$ cat src/rtl/brk_guard.sv
module brk_guard #(
  parameter int NCMP   = 4,
  parameter int FILT_W = 4,
  parameter int DATA_W = 16
) (
  input  logic              clk,
  input  logic              rst_n,
  input  logic              brk_pin_in,
  input  logic [NCMP-1:0]   cmp_brk_in,
  input  logic              sys_brk_in,
  input  logic              wr_en,
  input  logic [1:0]        reg_addr,
  input  logic [DATA_W-1:0] wr_data,
  output logic [DATA_W-1:0] rd_data,
  output logic              moe_o,
  output logic              prot_armed_o,
  output logic              brk_pin_drive_o
);
  localparam int CNT_W = FILT_W + 1;

  logic              en_q, pol_q, bidir_q, disarm_q, moe_q, bif_q, sif_q;
  logic [FILT_W-1:0] filt_q;
  logic [1:0]        sync_q;
  logic              flt_q;
  logic [CNT_W-1:0]  cnt_q;

  wire s_pin   = sync_q[1];
  wire wr_ctrl = wr_en && (reg_addr == 2'd0);
  wire wr_flag = wr_en && (reg_addr == 2'd1);
  wire wr_cmd  = wr_en && (reg_addr == 2'd2);

  wire [CNT_W-1:0] need = {filt_q, 1'b0} - CNT_W'(1);
  wire pin_lvl = (filt_q == '0) ? s_pin : flt_q;
  wire pin_act = ~(pin_lvl ^ pol_q);
  wire app_raw = pin_act | (|cmp_brk_in);
  wire sw_brk  = wr_cmd & wr_data[0] & en_q;
  wire brk_any = (en_q & app_raw) | sw_brk | sys_brk_in;
  wire armed   = moe_q | ~bidir_q | ~disarm_q;

  assign moe_o           = moe_q;
  assign prot_armed_o    = armed;
  assign brk_pin_drive_o = bidir_q & armed & (brk_any | sif_q);

  always_ff @(posedge clk or negedge rst_n)
    if (!rst_n) sync_q <= 2'b00;
    else        sync_q <= {sync_q[0], brk_pin_in};

  always_ff @(posedge clk or negedge rst_n)
    if (!rst_n) begin
      flt_q <= 1'b0;
      cnt_q <= '0;
    end else if (filt_q == '0 || s_pin == flt_q) begin
      flt_q <= s_pin;
      cnt_q <= '0;
    end else if (cnt_q == need) begin
      flt_q <= s_pin;
      cnt_q <= '0;
    end else begin
      cnt_q <= cnt_q + CNT_W'(1);
    end

  always_ff @(posedge clk or negedge rst_n)
    if (!rst_n) begin
      en_q <= 1'b0; pol_q <= 1'b0; bidir_q <= 1'b0; disarm_q <= 1'b0;
      filt_q <= '0;
    end else if (wr_ctrl) begin
      en_q     <= wr_data[0];
      pol_q    <= wr_data[1];
      bidir_q  <= wr_data[2];
      disarm_q <= wr_data[3];
      filt_q   <= wr_data[4 +: FILT_W];
    end else if (disarm_q && !app_raw) begin
      disarm_q <= 1'b0;
    end

  always_ff @(posedge clk or negedge rst_n)
    if (!rst_n)       moe_q <= 1'b0;
    else if (brk_any) moe_q <= 1'b0;
    else if (wr_ctrl) moe_q <= wr_data[8];

  always_ff @(posedge clk or negedge rst_n)
    if (!rst_n) begin
      bif_q <= 1'b0;
      sif_q <= 1'b0;
    end else begin
      if (brk_any)                    bif_q <= 1'b1;
      else if (wr_flag && !wr_data[0]) bif_q <= 1'b0;
      if (sys_brk_in)                 sif_q <= 1'b1;
      else if (wr_flag && !wr_data[1]) sif_q <= 1'b0;
    end

  always_comb begin
    rd_data = '0;
    case (reg_addr)
      2'd0: begin
        rd_data[0] = en_q;
        rd_data[1] = pol_q;
        rd_data[2] = bidir_q;
        rd_data[3] = disarm_q;
        rd_data[4 +: FILT_W] = filt_q;
        rd_data[8] = moe_q;
      end
      2'd1: rd_data[1:0] = {sif_q, bif_q};
      default: rd_data = '0;
    endcase
  end
endmodule

$ cat config.mk
export PLATFORM = sky130hd
export DESIGN_NAME = brk_guard
export DESIGN_NICKNAME = d
export VERILOG_FILES = /design/src/rtl/brk_guard.sv
export SDC_FILE = /design/constraint.sdc
export NUM_CORES = 1
export LEC_CHECK = 0
export BUFFER_PORTS_ARGS = -buffer_cell sky130_fd_sc_hd__buf_2
export CORE_MARGIN = 4
export CORE_UTILIZATION = 42
export CTS_CLUSTER_SIZE = 28
export DETAILED_ROUTE_END_ITERATION = 12
export GPL_TIMING_DRIVEN = 0
export PLACE_DENSITY = 0.73
export REMOVE_ABC_BUFFERS = 1
export SETUP_SLACK_MARGIN = 0.15
export SKIP_LAST_GASP = 1
export SLEW_MARGIN = 0
export SYNTH_ARGS = -nofsm -noshare
export SYNTH_HDL_FRONTEND = slang
export SYNTH_SLANG_ARGS = --single-unit
$ cat constraint.sdc
create_clock -name clk -period 2 [get_ports clk]
set_clock_uncertainty 0.15 [all_clocks]
set_input_delay 0 -clock clk [delete_from_list [all_inputs] [get_ports clk]]
set_output_delay 0 -clock clk [all_outputs]
set_load 0.005 [all_outputs]
# == After elaboration in Yosys (flattened, before gate mapping) ==
# Cells that the tools add are included.
# totals
register_bits,19
romBits,0
latch_bits,0
ram_bits,0
out_inout_bits,19
memories,0
inputBits,27
wordCells,65
# op_classes
add_sub_neg,2
shifts,0
n_mul,0
div_mod_pow,0
n_mux,15
order_cmp,0
reduce_logical,18
n_eq_ne,4
bitwise_logic,15
# op_table
cell,count
1-bit 2-to-1 mux,11
5-bit 2-to-1 mux,2
2-bit nonzero test,5
7-bit 2-to-1 mux,1
1-bit logical AND,6
1-bit bitwise OR,6
"5-bit by 1-bit adder with 5-bit output, second input constant",1
1-bit bitwise AND,5
5-bit equality test,1
"5-bit by 1-bit subtractor with 5-bit output, second input constant",1
4-bit zero test,1
2-bit one-hot mux with 2 select lines,1
4-bit OR reduction,1
1-bit zero test,3
1-bit NOT,3
"2-bit by 1-bit equality test with 1-bit output, second input constant",1
"2-bit equality test, second input constant",1
2-bit zero test,1
1-bit equality test,1
1-bit logical OR,1
1-bit XOR,1

# == Logic depth before layout (Yosys ltp) ==
# Gate-level depths: netlist (run 1).
# depth
depth_word,10
mapped_depth,6
depth_no_buf,6

# == Least setup slack after synthesis (run 1) ==
# Ideal clock, no wire load.
# synth_path
kind,reg-to-reg
from,register filt_q[0]
to,register bif_q
setup_slack_ns,0.193
path_buffers,0
arrival_time_ns,1.530
synth_period_minus_slack_ns,1.807
required_time_ns,1.722
path_stages_with_launch,7
path_cell_list,dfrtp_1 inv_1 ha_1 nor3b_1 mux2i_1 mux2i_1 o21ai_0
# synth_between
elab_chain_cells,9
# synth_rtl
item,line,rtl
from (decl),22,logic [FILT_W-1:0] filt_q;
from (signal assigned),71,filt_q <= wr_data[4 +: FILT_W];
4-bit zero test (*),33,wire pin_lvl = (filt_q == '0) ? s_pin : flt_q;
1-bit 2-to-1 mux (*),33,
1-bit XOR (*),34,wire pin_act = ~(pin_lvl ^ pol_q);
1-bit NOT (*),34,
1-bit bitwise OR (*),35,wire app_raw = pin_act | (|cmp_brk_in);
1-bit bitwise AND (*),37,wire brk_any = (en_q & app_raw) | sw_brk | sys_brk_in;
1-bit bitwise OR (*) (2 in a row),37,
1-bit 2-to-1 mux / 2-bit nonzero test (equally long branches),-,
to (signal assigned),83,bif_q <= 1'b0;
to (signal assigned),86,if (brk_any) bif_q <= 1'b1;
to (signal assigned),87,else if (wr_flag && !wr_data[0]) bif_q <= 1'b0;
to (decl),21,"logic en_q, pol_q, bidir_q, disarm_q, moe_q, bif_q, sif_q;"
# Every way passes the cells marked *; elsewhere a longest branch is shown, timed or not.
# A chain may end at the register's enable or synchronous reset.

# == Worst setup path after layout (run 1) ==
# layout_path
from,register filt_q[0]
to,output port brk_pin_drive_o
# layout_between
elab_chain_cells,10
# layout_rtl
item,line,rtl
4-bit zero test,33,
1-bit 2-to-1 mux,33,
1-bit XOR,34,
1-bit NOT,34,
1-bit bitwise OR,35,
1-bit bitwise AND,37,
1-bit bitwise OR (2 in a row),37,
1-bit bitwise OR,42,assign brk_pin_drive_o = bidir_q & armed & (brk_any | sif_q);
1-bit bitwise AND,42,
to (decl),17,output logic brk_pin_drive_o
# Every way passes these cells.

==> results of run 1 <==
[logic make-up after synthesis]
| family | after synthesis | synth area share |
|---|---|---|
| simple gates | 34 | 0.163 |
| flops | 19 | 0.433 |
| buf+inv | 15 | 0.0901 |
| mux | 13 | 0.128 |
| compound gates | 11 | 0.0673 |
| xor+xnor | 10 | 0.0924 |
| fa+ha+maj | 2 | 0.0228 |
| other cells | 1 | 0.00342 |
[what timing repair did]
item,in CTS,in global routing
setup buffers,12,2
setup endpoints to repair,4,9
hold endpoints to repair,31,0
cloned,0,0
resized for setup,12,8
pin swaps,2,6
hold buffers,16,0
[worst min-delay path by stage]
stage,from,end,slack (ns),cells past startpoint
2_1_floorplan,rst_n,bidir_q$_DFFE_PN0P_,-0.45,0
5_1_grt,rst_n,cnt_q[0]$_DFF_PN0_,0.05,2
4_1_cts,rst_n,sync_q[0]$_DFF_PN0_,0.02,2
3_5_place_dp,rst_n,sync_q[0]$_DFF_PN0_,-0.19,1
6_report,rst_n,pol_q$_DFFE_PN0P_,0.005,2
3_3_place_gp,rst_n,sync_q[0]$_DFF_PN0_,-0.20,1
[Yosys cell counts, types with 3 or more instances]
master	number
nor2_1	11
xor2_1	5
inv_1	5
mux2_2	8
dfrtp_1	19
xnor2_1	4
and2_1	4
nor3_1	4
nand3_1	4
mux2i_1	5
o21ai_0	5
nand2_1	3
buf_4	7
[registers in the layout (all words and copies together) (netlist names)]
register  count
sync_q        2
flt_q         1
bidir_q       1
cnt_q         5
moe_o         1
disarm_q      1
en_q          1
pol_q         1
bif_q         1
sif_q         1
filt_q        4
[power by group through the flow]
| stage | registers [mW] | clock network [mW] | logic [mW] |
|---|---|---|---|
| 6_report | 0.529 | 0.195 | 0.562 |
| 5_1_grt | 0.540 | 0.219 | 0.610 |
| 4_1_cts | 0.522 | 0.199 | 0.461 |
| 3_5_place_dp | 0.529 | 0 | 0.322 |
| 3_3_place_gp | 0.522 | 0 | 0.316 |
| 2_1_floorplan | 0.510 | 0 | 0.233 |
[critical path: stages (launching register included)]
cell and delay [ns]:
dfrtp_1 0.41, inv_2 0.09, ha_4 0.13, nor3b_4 0.22
mux2i_2 0.29, mux2i_1 0.33, o21ai_1 0.10, buf_2 0.13
[metal layers]
layer / up-vias / GRT usage / routed length [µm]
met5: - / 0 / 0
met4: 0 / 0.0874 / 69
met3: 6 / 0.0261 / 159
met2: 36 / 0.257 / 1390
met1: 442 / 0.209 / 1130
li1: 470 / - / -
[area by class of cell]
| cell class | instances | area share |
|---|---|---|
| Inverter | 5 | 0.0118 |
| Clock inverter | 1 | 0.00314 |
| Sequential cell | 19 | 0.298 |
| Timing Repair Buffer | 61 | 0.278 |
| Clock buffer | 3 | 0.0141 |
| Multi-Input combinational cell | 77 | 0.371 |
| Tap cell | 30 | 0.0235 |
[metrics by stage]
stage | std cells | hold slack (ns) | setup WS, ns
floorplan | 101 | -0.446 | 0.193
global placement | 162 | -0.197 | -0.00931
detailed placement | 162 | -0.191 | 0.00394
CTS | 194 | 0.0231 | -0.0136
global route | 196 | 0.0467 | -0.211
finish | 196 | 0.00499 | -0.128
==> reports/qor.csv, run 1 <==
stage,metric,value,unit
outcome,status,finished with violations,
outcome,failing checks,setup timing,
floorplan,Starting Density,0.443,
clock_network,Clock transition at path regs,0.11,ns
floorplan,Core Footprint,2480,µm²
finish,Sequential Area,475,µm²
floorplan,Row Count,18,
timing,fmax,470,MHz
critical_path,CP Launch Point,filt_q[0]$_DFFE_PN0P_,
critical_path,crit path DAT,1.98,ns
timing,post-layout min period,2.13,ns
placement,GP Congestion,0.866,
critical_path,Setup crit end kind,output pin,
pwr,Final Total Pwr,1.29,mW
pwr,Sequential Power Share,0.411,
detailed_routing,Pre-Repair DR Iteration Count,4,
global_routing,number of global-route vias before repair,959,
detailed_routing,Antenna Nets Post-Route,0,
yosys,dominant synthesized flop cell,dfrtp_1,
critical_path,required time worst endpoint,1.85,ns
finish,area grow syn2layout,45.3,%
global_routing,grt total ovfl,0,
timing,setup tns final,-0.363,ns
timing,final max-slew violation count,0,
timing,slack of the critical path,-0.128,ns
critical_path,R2R setup slack,-0.09,ns
yosys,Mapped Cells,105,
yosys,dominant cell type by area after synthesis,dfrtp_1,
global_routing,largest net degree at the start of global routing,20,
critical_path,crit-path max FO,2,
finish,final net count,196,
timing,final hold viol count,0,
pwr,Lkg Pwr,0.774,nW
timing,RSZ-0062 raised after global routing,true,
clock_network,Bufs on Longest Clock Path,2,
clock_network,# H-tree levels,1,
clock_network,Clock Sinks,19,
yosys,top cell type's share of synthesized area,0.433,
yosys,Yosys Warn Count,0,
placement,Placed Area,1230,µm²
pwr,Power Internal,0.866,mW
clock_network,TritonCTS clock tree,built,
placement,IO buf count,31,
finish,final instance area,1590,µm²
yosys,#FFs+latches synth,19,
clock_network,CTS root buffer,clkbuf_4,
finish,most frequent cells in the layout,"buf_2, dfrtp_1, dlygate4sd3_1",
finish,diode count,0,
yosys,number of synthesized flops with an enable pin,0,
floorplan,Vert. Die Dim,59.1,µm
critical_path,Setup crit end,brk_pin_drive_o,
critical_path,worst setup path class,flop to output pin,
floorplan,die width,59.1,µm
finish,multi-input logic area,592,µm²
flow_run,# Max-Cap Violations,0,
hold_path,hold crit path type,input port to asynchronous set/reset pin,
detailed_routing,Routed WL,2.75,mm
global_routing,GR Util All Layers,0.161,
floorplan,I/O pins,46,
clock_network,Num CTS Buffers,3,
pwr,PwrDens,807,nW/µm²
detailed_routing,drt wl/cell,14.0,µm
finish,layout cell share with drive strength beyond 1,0.404,
pwr,switching part of the total,0.327,
floorplan,die area,3490,µm²
global_routing,initial antenna violation count,0,
detailed_routing,vias,954,
clock_network,"Clk Latency, worst-skew pair",0.30,ns
pwr,Comb power frac,0.437,
timing,Worst Max-Slew Pin Slew,0.510,ns
finish,"leading cell type in the layout, fill and taps excluded",buf_2,
critical_path,Reg-to-Reg Start,filt_q[0]$_DFFE_PN0P_,
pwr,Clk pwr share,0.152,
yosys,"Async S/R FF share, synth",1.00,
critical_path,Reg2Reg Depth,9,
timing,final setup violation count,4,
yosys,syn_area_per_cell,10.5,µm²
yosys,"Cell Area, Synth",1100,µm²
yosys,Area contributors post-synth,"dfrtp_1, mux2_2, buf_4",
yosys,post-synthesis cell type count,30,
detailed_routing,via/cell ratio,4.87,
detailed_routing,1st-iter DRT viols,61,
pwr,Psw,0.421,mW
critical_path,Startpoint Class,flop,
placement,Post-DP HPWL,1.61,mm
global_routing,first-pass GRT wire length,4.28,mm
timing,Tcrit/Tclk final,1.06,
finish,Finished Core Util,0.643,
critical_path,r2r endpoint,moe_o$_DFFE_PN0P_,
detailed_routing,DRC,0,
timing,slew margin rel.,0.657,
yosys,"Seq/Total Area, Yosys",0.433,
finish,number of fillers in the final layout,182,
pwr,Max VDD drop,661,µV
Power figures use the tool's default switching activity.
==> inputs of run 2 (changes only) <==
--- a/config.mk
+++ b/config.mk
@@ -7,11 +7,12 @@
 export LEC_CHECK = 0
 export BUFFER_PORTS_ARGS = -buffer_cell sky130_fd_sc_hd__buf_2
 export CORE_MARGIN = 4
-export CORE_UTILIZATION = 42
+export CORE_UTILIZATION = 30
 export CTS_CLUSTER_SIZE = 28
 export DETAILED_ROUTE_END_ITERATION = 12
 export GPL_TIMING_DRIVEN = 0
-export PLACE_DENSITY = 0.73
+export HOLD_SLACK_MARGIN = 0.1
+export PLACE_DENSITY = 0.55
 export REMOVE_ABC_BUFFERS = 1
 export SETUP_SLACK_MARGIN = 0.15
 export SKIP_LAST_GASP = 1
==> run 2 against run 1 <==
  * The run still ends with setup timing left
  * Sequential share of layout area rose by 0.36 points
  * Cell count rose by 5.6%
  * Hold slack gained 0.16 ns
  * Sequential cell count is the same
  * Wire length decreased by 2.8%
  * Critical path type unchanged
  * Critical endpoint unchanged
  * Largest cell class unchanged
==> reports/qor.csv, run 2 (synthesized netlist as in run 1, its figures left out) <==
stage,metric,value,unit,change
detailed_routing,Pre-Repair DR Iteration Count,4,,unchanged
global_routing,number of global-route vias before repair,921,,-4.0%
placement,IO buf count,31,,unchanged
finish,multi-input logic area,592,µm²,unchanged
floorplan,die width,68.5,µm,+16%
timing,Tcrit/Tclk final,1.02,,-0.0418
pwr,switching part of the total,0.326,,-0.00146
outcome,failing checks,setup timing,,
hold_path,hold path startpoint,reg_addr[1],,
finish,"leading cell type in the layout, fill and taps excluded",buf_2,,
pwr,Psw,0.413,mW,-1.8%
critical_path,"slowest stage delay, CP",0.40,ns,about the same
finish,number of fillers in the final layout,331,,+82%
finish,layout cell share with drive strength beyond 1,0.391,,-0.0123
pwr,Clk pwr share,0.215,,+0.063
critical_path,Reg-to-Reg Start,filt_q[0]$_DFFE_PN0P_,,
finish,final instance area,1580,µm²,-1.2%
timing,final hold viol count,0,,unchanged
critical_path,worst setup path class,flop to output pin,,
finish,Sequential Area,475,µm²,unchanged
placement,Post-DP HPWL,1.75,mm,+9.2%
placement,Placed Area,1250,µm²,+1.6%
clock_network,Clock transition at path regs,0.07,ns,-0.04 ns
critical_path,crit path DAT,1.89,ns,-0.09 ns
timing,final max-slew violation count,0,,unchanged
finish,final net count,191,,-2.6%
global_routing,initial antenna violation count,0,,unchanged
critical_path,"Slowest-stage cell, CP",dfrtp_1,,
timing,final setup violation count,1,,-3
floorplan,Core Footprint,3440,µm²,+39%
detailed_routing,Antenna Nets Post-Route,0,,unchanged
timing,RSZ-0062 raised after global routing,true,,
finish,diode count,0,,unchanged
detailed_routing,Routed WL,2.67,mm,-2.8%
timing,slack of the critical path,-0.0441,ns,+0.0837 ns
global_routing,largest net degree at the start of global routing,20,,unchanged
detailed_routing,via/cell ratio,4.59,,-5.6%
global_routing,grt total ovfl,0,,unchanged
timing,Worst Max-Slew Pin Slew,0.882,ns,+0.372 ns
flow_run,# Max-Cap Violations,0,,unchanged
global_routing,GR Util All Layers,0.119,,-0.0426
detailed_routing,vias,951,,-0.31%
finish,largest reg by FF count,cnt_q,,
finish,top flop regs,"cnt_q: 5 flops, filt_q: 4 flops, sync_q: 2 flops",,
clock_network,TritonCTS clock tree,built,,
finish,most frequent cells in the layout,"buf_2, dfrtp_1, dlygate4sd3_1",,
detailed_routing,1st-iter DRT viols,43,,-30%
clock_network,Clock Sinks,19,,unchanged
timing,post-layout min period,2.04,ns,-0.0837 ns
pwr,Comb power frac,0.371,,-0.066
pwr,PwrDens,805,nW/µm²,-0.23%
clock_network,CTS root buffer,clkbuf_8,,
critical_path,CP Launch Point,filt_q[1]$_DFFE_PN0P_,,
floorplan,Vert. Die Dim,68.5,µm,+16%
clock_network,Bufs on Longest Clock Path,2,,unchanged
hold_path,hold crit path type,input port to flop,,
timing,slew margin rel.,0.410,,-0.247
timing,fmax,489,MHz,+4.1%
pwr,Lkg Pwr,0.745,nW,-3.8%
finish,Largest register FFs,5,,unchanged
critical_path,Startpoint Class,flop,,
pwr,Max VDD drop,276,µV,-58%
critical_path,Setup crit end kind,output pin,,
global_routing,first-pass GRT wire length,3.97,mm,-7.1%
clock_network,Num CTS Buffers,3,,unchanged
floorplan,Row Count,21,,+3
outcome,status,finished with violations,,
floorplan,I/O pins,46,,unchanged
floorplan,die area,4690,µm²,+34%
detailed_routing,DRC,0,,unchanged
critical_path,crit path cell chain,"inv_2, ha_4, nor3b_4, mux2i_2, mux2i_1, o21ai_1, buf_2",,
pwr,Sequential Power Share,0.414,,+0.003
placement,GP Congestion,0.884,,+2.0%
pwr,Power Internal,0.855,mW,-1.2%
clock_network,# H-tree levels,1,,unchanged
clock_network,"Clk Latency, worst-skew pair",0.26,ns,-0.04 ns
detailed_routing,drt wl/cell,12.9,µm,-7.9%
timing,Final Hold Slack,0.164,ns,+0.159 ns
critical_path,required time worst endpoint,1.85,ns,about the same
critical_path,crit-path max FO,2,,unchanged
finish,area grow syn2layout,43.6,%,
floorplan,Starting Density,0.319,,-0.124
-- run 2: worst max-delay path: cells and delay by family (launching register included) --
kind / cells / cell delay [ns]
and+or+nand+nor: 1 / 0.21
muxes: 2 / 0.59
AOI/OAI and AO/OA: 1 / 0.09
adders and majority gates: 1 / 0.13
buffers and inverters: 2 / 0.22
DFF: 1 / 0.40
-- run 2: routing by layer --
layer  vias to the layer above  global-route usage  share of wire
met3                         8              0.0197          0.046
met2                        35               0.198           0.51
li1                        454                   -              -
met4                         0              0.0893          0.043
met1                       454               0.135           0.40
met5                         -                   0              0
-- run 2: layout make-up --
type,instances,area share
inverter,5,0.0119
sequential,19,0.302
clock buffer,3,0.0262
tap,46,0.0365
multi-input combinational,77,0.376
timing repair buffer,56,0.245
clock inverter,1,0.00318
-- run 2: worst paths after layout --
path                                         to  slack (ns)  cells past startpoint
setup / recovery                brk_pin_drive_o       -0.04                      7
hold / removal             disarm_q$_DFFE_PN0P_        0.16                      3
setup reg to reg              flt_q$_DFFE_PN0P_        0.08                      7
hold reg to reg             sync_q[1]$_DFF_PN0_        0.21                      0
max in group asynchronous     pol_q$_DFFE_PN0P_        0.39                      3
min in group asynchronous    cnt_q[1]$_DFF_PN0_        0.77                      3
-- run 2: through the flow --
stage               TNS [ns]  std cells  utilization  power (mW)  worst slack [ns]
global route          -0.135        207        0.458        1.36            -0.135
floorplan                  0        101            -       0.743             0.193
finish               -0.0441        207        0.458        1.27           -0.0441
CTS                  -0.0113        206        0.450        1.23           -0.0113
global placement      -0.103        178        0.364       0.847           -0.0611
detailed placement    -0.227        178        0.364       0.855            -0.113
-- run 2: timing repair --
item	4_1_cts	5_1_grt
resized for setup	10	6
hold buffers	17	0
buffers inserted	7	1
pin swaps	2	2
setup endpoints to repair	9	8
hold endpoints to repair	31	0
gates cloned	0	0
-- run 2: power by group through the flow --
stage | Clock [mW] | Combinational (mW) | Sequential, mW
after floorplan | 0 | 0.233 | 0.510
after global placement | 0 | 0.322 | 0.525
after detailed placement | 0 | 0.326 | 0.529
after CTS | 0.282 | 0.423 | 0.525
after global routing | 0.304 | 0.518 | 0.534
final | 0.273 | 0.471 | 0.525
==> inputs of run 3 (changes only) <==
--- a/config.mk
+++ b/config.mk
@@ -7,14 +7,14 @@
 export LEC_CHECK = 0
 export BUFFER_PORTS_ARGS = -buffer_cell sky130_fd_sc_hd__buf_2
 export CORE_MARGIN = 4
-export CORE_UTILIZATION = 30
+export CORE_UTILIZATION = 47
 export CTS_CLUSTER_SIZE = 28
 export DETAILED_ROUTE_END_ITERATION = 12
 export GPL_TIMING_DRIVEN = 0
 export HOLD_SLACK_MARGIN = 0.1
-export PLACE_DENSITY = 0.55
+export PLACE_DENSITY = 0.8
 export REMOVE_ABC_BUFFERS = 1
-export SETUP_SLACK_MARGIN = 0.15
+export SETUP_SLACK_MARGIN = 0.02
 export SKIP_LAST_GASP = 1
 export SLEW_MARGIN = 0
 export SYNTH_ARGS = -nofsm -noshare
==> run 3 against run 2 <==
  * Highest routed layer unchanged
  * Worst setup slack lost 0.060 ns
  * Core utilization up 23 points
  * Via count rose by 2.3%
  * Sequential share of layout area rose by 0.86 points
  * The run still ends with setup timing left
  * Total power shrank 8.0%
  * Count of clock-buffer cells in the layout up 1
  * Largest cell class unchanged
  * Sequential cell count stayed put
==> reports/qor.csv, run 3 (synthesized netlist as in run 1, its figures left out) <==
stage,metric,value,unit,change
floorplan,die width,56.3,µm,-18%
critical_path,worst setup path class,flop to output pin,,
pwr,Power Internal,0.777,mW,-9.2%
finish,final net count,192,,+0.52%
timing,setup tns final,-0.104,ns,-0.0602 ns
finish,multi-input logic area,581,µm²,-1.9%
critical_path,Setup crit end kind,output pin,,
placement,Setup WS pre-CTS,-0.0272,ns,+0.0856 ns
critical_path,crit-path max FO,2,,unchanged
pwr,Comb power frac,0.382,,+0.011
clock_network,Bufs on Longest Clock Path,2,,unchanged
timing,slew margin rel.,0.448,,+0.0385
detailed_routing,routed wl met3,141,µm,+15%
floorplan,Row Count,17,,-19%
hold_path,hold crit path type,input port to flop,,
global_routing,initial antenna violation count,0,,unchanged
finish,"leading cell type in the layout, fill and taps excluded",buf_2,,
pwr,Sequential Power Share,0.454,,+0.040
placement,placed cells,160,,-10%
global_routing,GR Util All Layers,0.174,,+0.0547
clock_network,Num CTS Buffers,3,,unchanged
critical_path,Reg2Reg Depth,7,,unchanged
detailed_routing,vias,973,,+2.3%
detailed_routing,via/cell ratio,5.12,,+11%
critical_path,"Slowest-stage cell, CP",dfrtp_1,,
finish,number of fillers in the final layout,168,,-49%
pwr,Final Total Pwr,1.17,mW,-8.0%
detailed_routing,DR top layer,met4,,
floorplan,Vert. Die Dim,56.3,µm,-18%
clock_network,"Clk Latency, worst-skew pair",0.29,ns,+0.03 ns
outcome,status,finished with violations,,
placement,GP Congestion,0.796,,-9.9%
floorplan,die area,3170,µm²,-32%
timing,slack of the critical path,-0.104,ns,-0.0602 ns
timing,final setup violation count,1,,unchanged
flow_run,# Max-Cap Violations,0,,unchanged
timing,final max-slew violation count,0,,unchanged
outcome,failing checks,setup timing,,
floorplan,I/O pins,46,,unchanged
clock_network,CTS root buffer,clkbuf_4,,
critical_path,Startpoint Class,flop,,
global_routing,grt total ovfl,0,,unchanged
floorplan,Starting Density,0.496,,+0.177
critical_path,crit path cell chain,"inv_2, ha_4, nor3b_4, mux2i_2, mux2i_2, o21ai_1, buf_2",,
finish,top flop regs,"cnt_q: 5 flops, filt_q: 4 flops, sync_q: 2 flops",,
clock_network,TritonCTS clock tree,built,,
finish,area grow syn2layout,39.6,%,
detailed_routing,Pre-Repair DR Iteration Count,4,,unchanged
finish,fin cells,190,,-8.2%
finish,diode count,0,,unchanged
floorplan,Core Footprint,2210,µm²,-36%
pwr,PwrDens,762,nW/µm²,-5.4%
critical_path,Crit path top cell by count,mux2i_2,,
timing,Tcrit/Tclk final,1.05,,+0.0301
detailed_routing,WL met1,1.13,mm,+7.3%
timing,fmax,475,MHz,-2.9%
pwr,switching part of the total,0.334,,+0.00850
global_routing,number of global-route vias before repair,979,,+6.3%
timing,post-layout min period,2.10,ns,+0.0602 ns
critical_path,crit path DAT,1.95,ns,+0.06 ns
detailed_routing,1st-iter DRT viols,21,,-51%
detailed_routing,Routed WL,2.63,mm,-1.8%
critical_path,R2R setup slack,0.07,ns,about the same
finish,Sequential Area,475,µm²,unchanged
placement,Post-DP HPWL,1.56,mm,-11%
detailed_routing,DRC,0,,unchanged
clock_network,Clock transition at path regs,0.11,ns,+0.04 ns
global_routing,largest net degree at the start of global routing,20,,unchanged
critical_path,Reg-to-Reg Start,filt_q[0]$_DFFE_PN0P_,,
pwr,Max VDD drop,740,µV,+170%
clock_network,# H-tree levels,1,,unchanged
finish,Largest register FFs,5,,unchanged
pwr,Psw,0.390,mW,-5.6%
hold_path,Hold Path Depth,3,,unchanged
critical_path,"slowest stage delay, CP",0.41,ns,about the same
timing,Worst Max-Slew Pin Slew,0.825,ns,-0.0576 ns
hold_path,hold path startpoint,reg_addr[1],,
timing,final hold viol count,0,,unchanged
clock_network,Clock Sinks,19,,unchanged
finish,layout cell share with drive strength beyond 1,0.364,,-0.0271
pwr,Clk pwr share,0.164,,-0.051
timing,Final Hold Slack,0.136,ns,-0.0279 ns
pwr,Lkg Pwr,0.733,nW,-1.7%
placement,IO buf count,31,,unchanged
timing,RSZ-0062 raised after global routing,true,,
detailed_routing,drt wl/cell,13.8,µm,+7.0%
finish,largest reg by FF count,cnt_q,,
detailed_routing,Antenna Nets Post-Route,0,,unchanged
critical_path,r2r endpoint,flt_q$_DFFE_PN0P_,,
detailed_routing,Met2 Routed Length,1.29,mm,-6.3%
finish,most frequent cells in the layout,"buf_2, dfrtp_1, dlygate4sd3_1",,
hold_path,Hold Path Sink,disarm_q$_DFFE_PN0P_,,
critical_path,required time worst endpoint,1.85,ns,about the same
global_routing,first-pass GRT wire length,4.32,mm,+8.7%
-- run 3: cell types whose count changed in the layout (fill, tap and decap cells not counted), sizes merged --
| cell | delta |
|---|---|
| clkinv | -1 |
| clkbuf | +1 |
| dlygate4sd3 | +1 |
-- run 3: worst max-delay path by stage --
stage	startpoint	end	slack [ns]
final	filt_q[1]$_DFFE_PN0P_	brk_pin_drive_o	-0.10
after detailed placement	filt_q[0]$_DFFE_PN0P_	bif_q$_DFFE_PN0P_	-0.03
after CTS	filt_q[1]$_DFFE_PN0P_	brk_pin_drive_o	0.02
after global routing	filt_q[1]$_DFFE_PN0P_	brk_pin_drive_o	-0.22
after floorplan	filt_q[0]$_DFFE_PN0P_	bif_q$_DFFE_PN0P_	0.19
after global placement	filt_q[0]$_DFFE_PN0P_	brk_pin_drive_o	0.007
-- run 3: per-stage QoR --
stage          utilization  instance area [µm²]
2_1_floorplan            -                 1040
3_3_place_gp         0.556                 1230
3_5_place_dp         0.556                 1230
4_1_cts              0.681                 1510
5_1_grt              0.692                 1530
6_report             0.692                 1530
-- run 3: what timing repair did --
action,in CTS,in global routing
hold endpoints to repair,31,0
hold buffers,18,0
resized for setup,6,6
pin swaps,2,0
buffers inserted,7,3
endpoints found under the setup margin,3,4
-- run 3: power groups by stage --
stage	Clock, mW	Combinational (mW)	Sequential [mW]
floorplan	0	0.233	0.510
global placement	0	0.313	0.521
detailed placement	0	0.321	0.525
CTS	0.196	0.406	0.515
global route	0.214	0.489	0.542
finish	0.192	0.446	0.530
-- run 3: per-layer routing --
| layer | global-route usage | vias up |
|---|---|---|
| met1 | 0.216 | 465 |
| met5 | 0 | - |
| met4 | 0.0915 | 0 |
| met3 | 0.0161 | 8 |
| li1 | - | 456 |
| met2 | 0.295 | 44 |
-- run 3: area by class of cell --
cell class	count	share of cell area
Tap cell	28	0.0229
Clock buffer	4	0.0172
Timing Repair Buffer	57	0.258
Multi-Input combinational cell	77	0.379
Sequential cell	19	0.310
Inverter	5	0.0123
-- run 3: worst max-delay path, delay by kind of cell, from the launching register on --
family          cells  cell delay (ns)
mux                 2             0.60
simple gates        1             0.19
compound gates      1             0.09
fa+ha+maj           1             0.14
flops               1             0.41
buf+inv             2             0.22
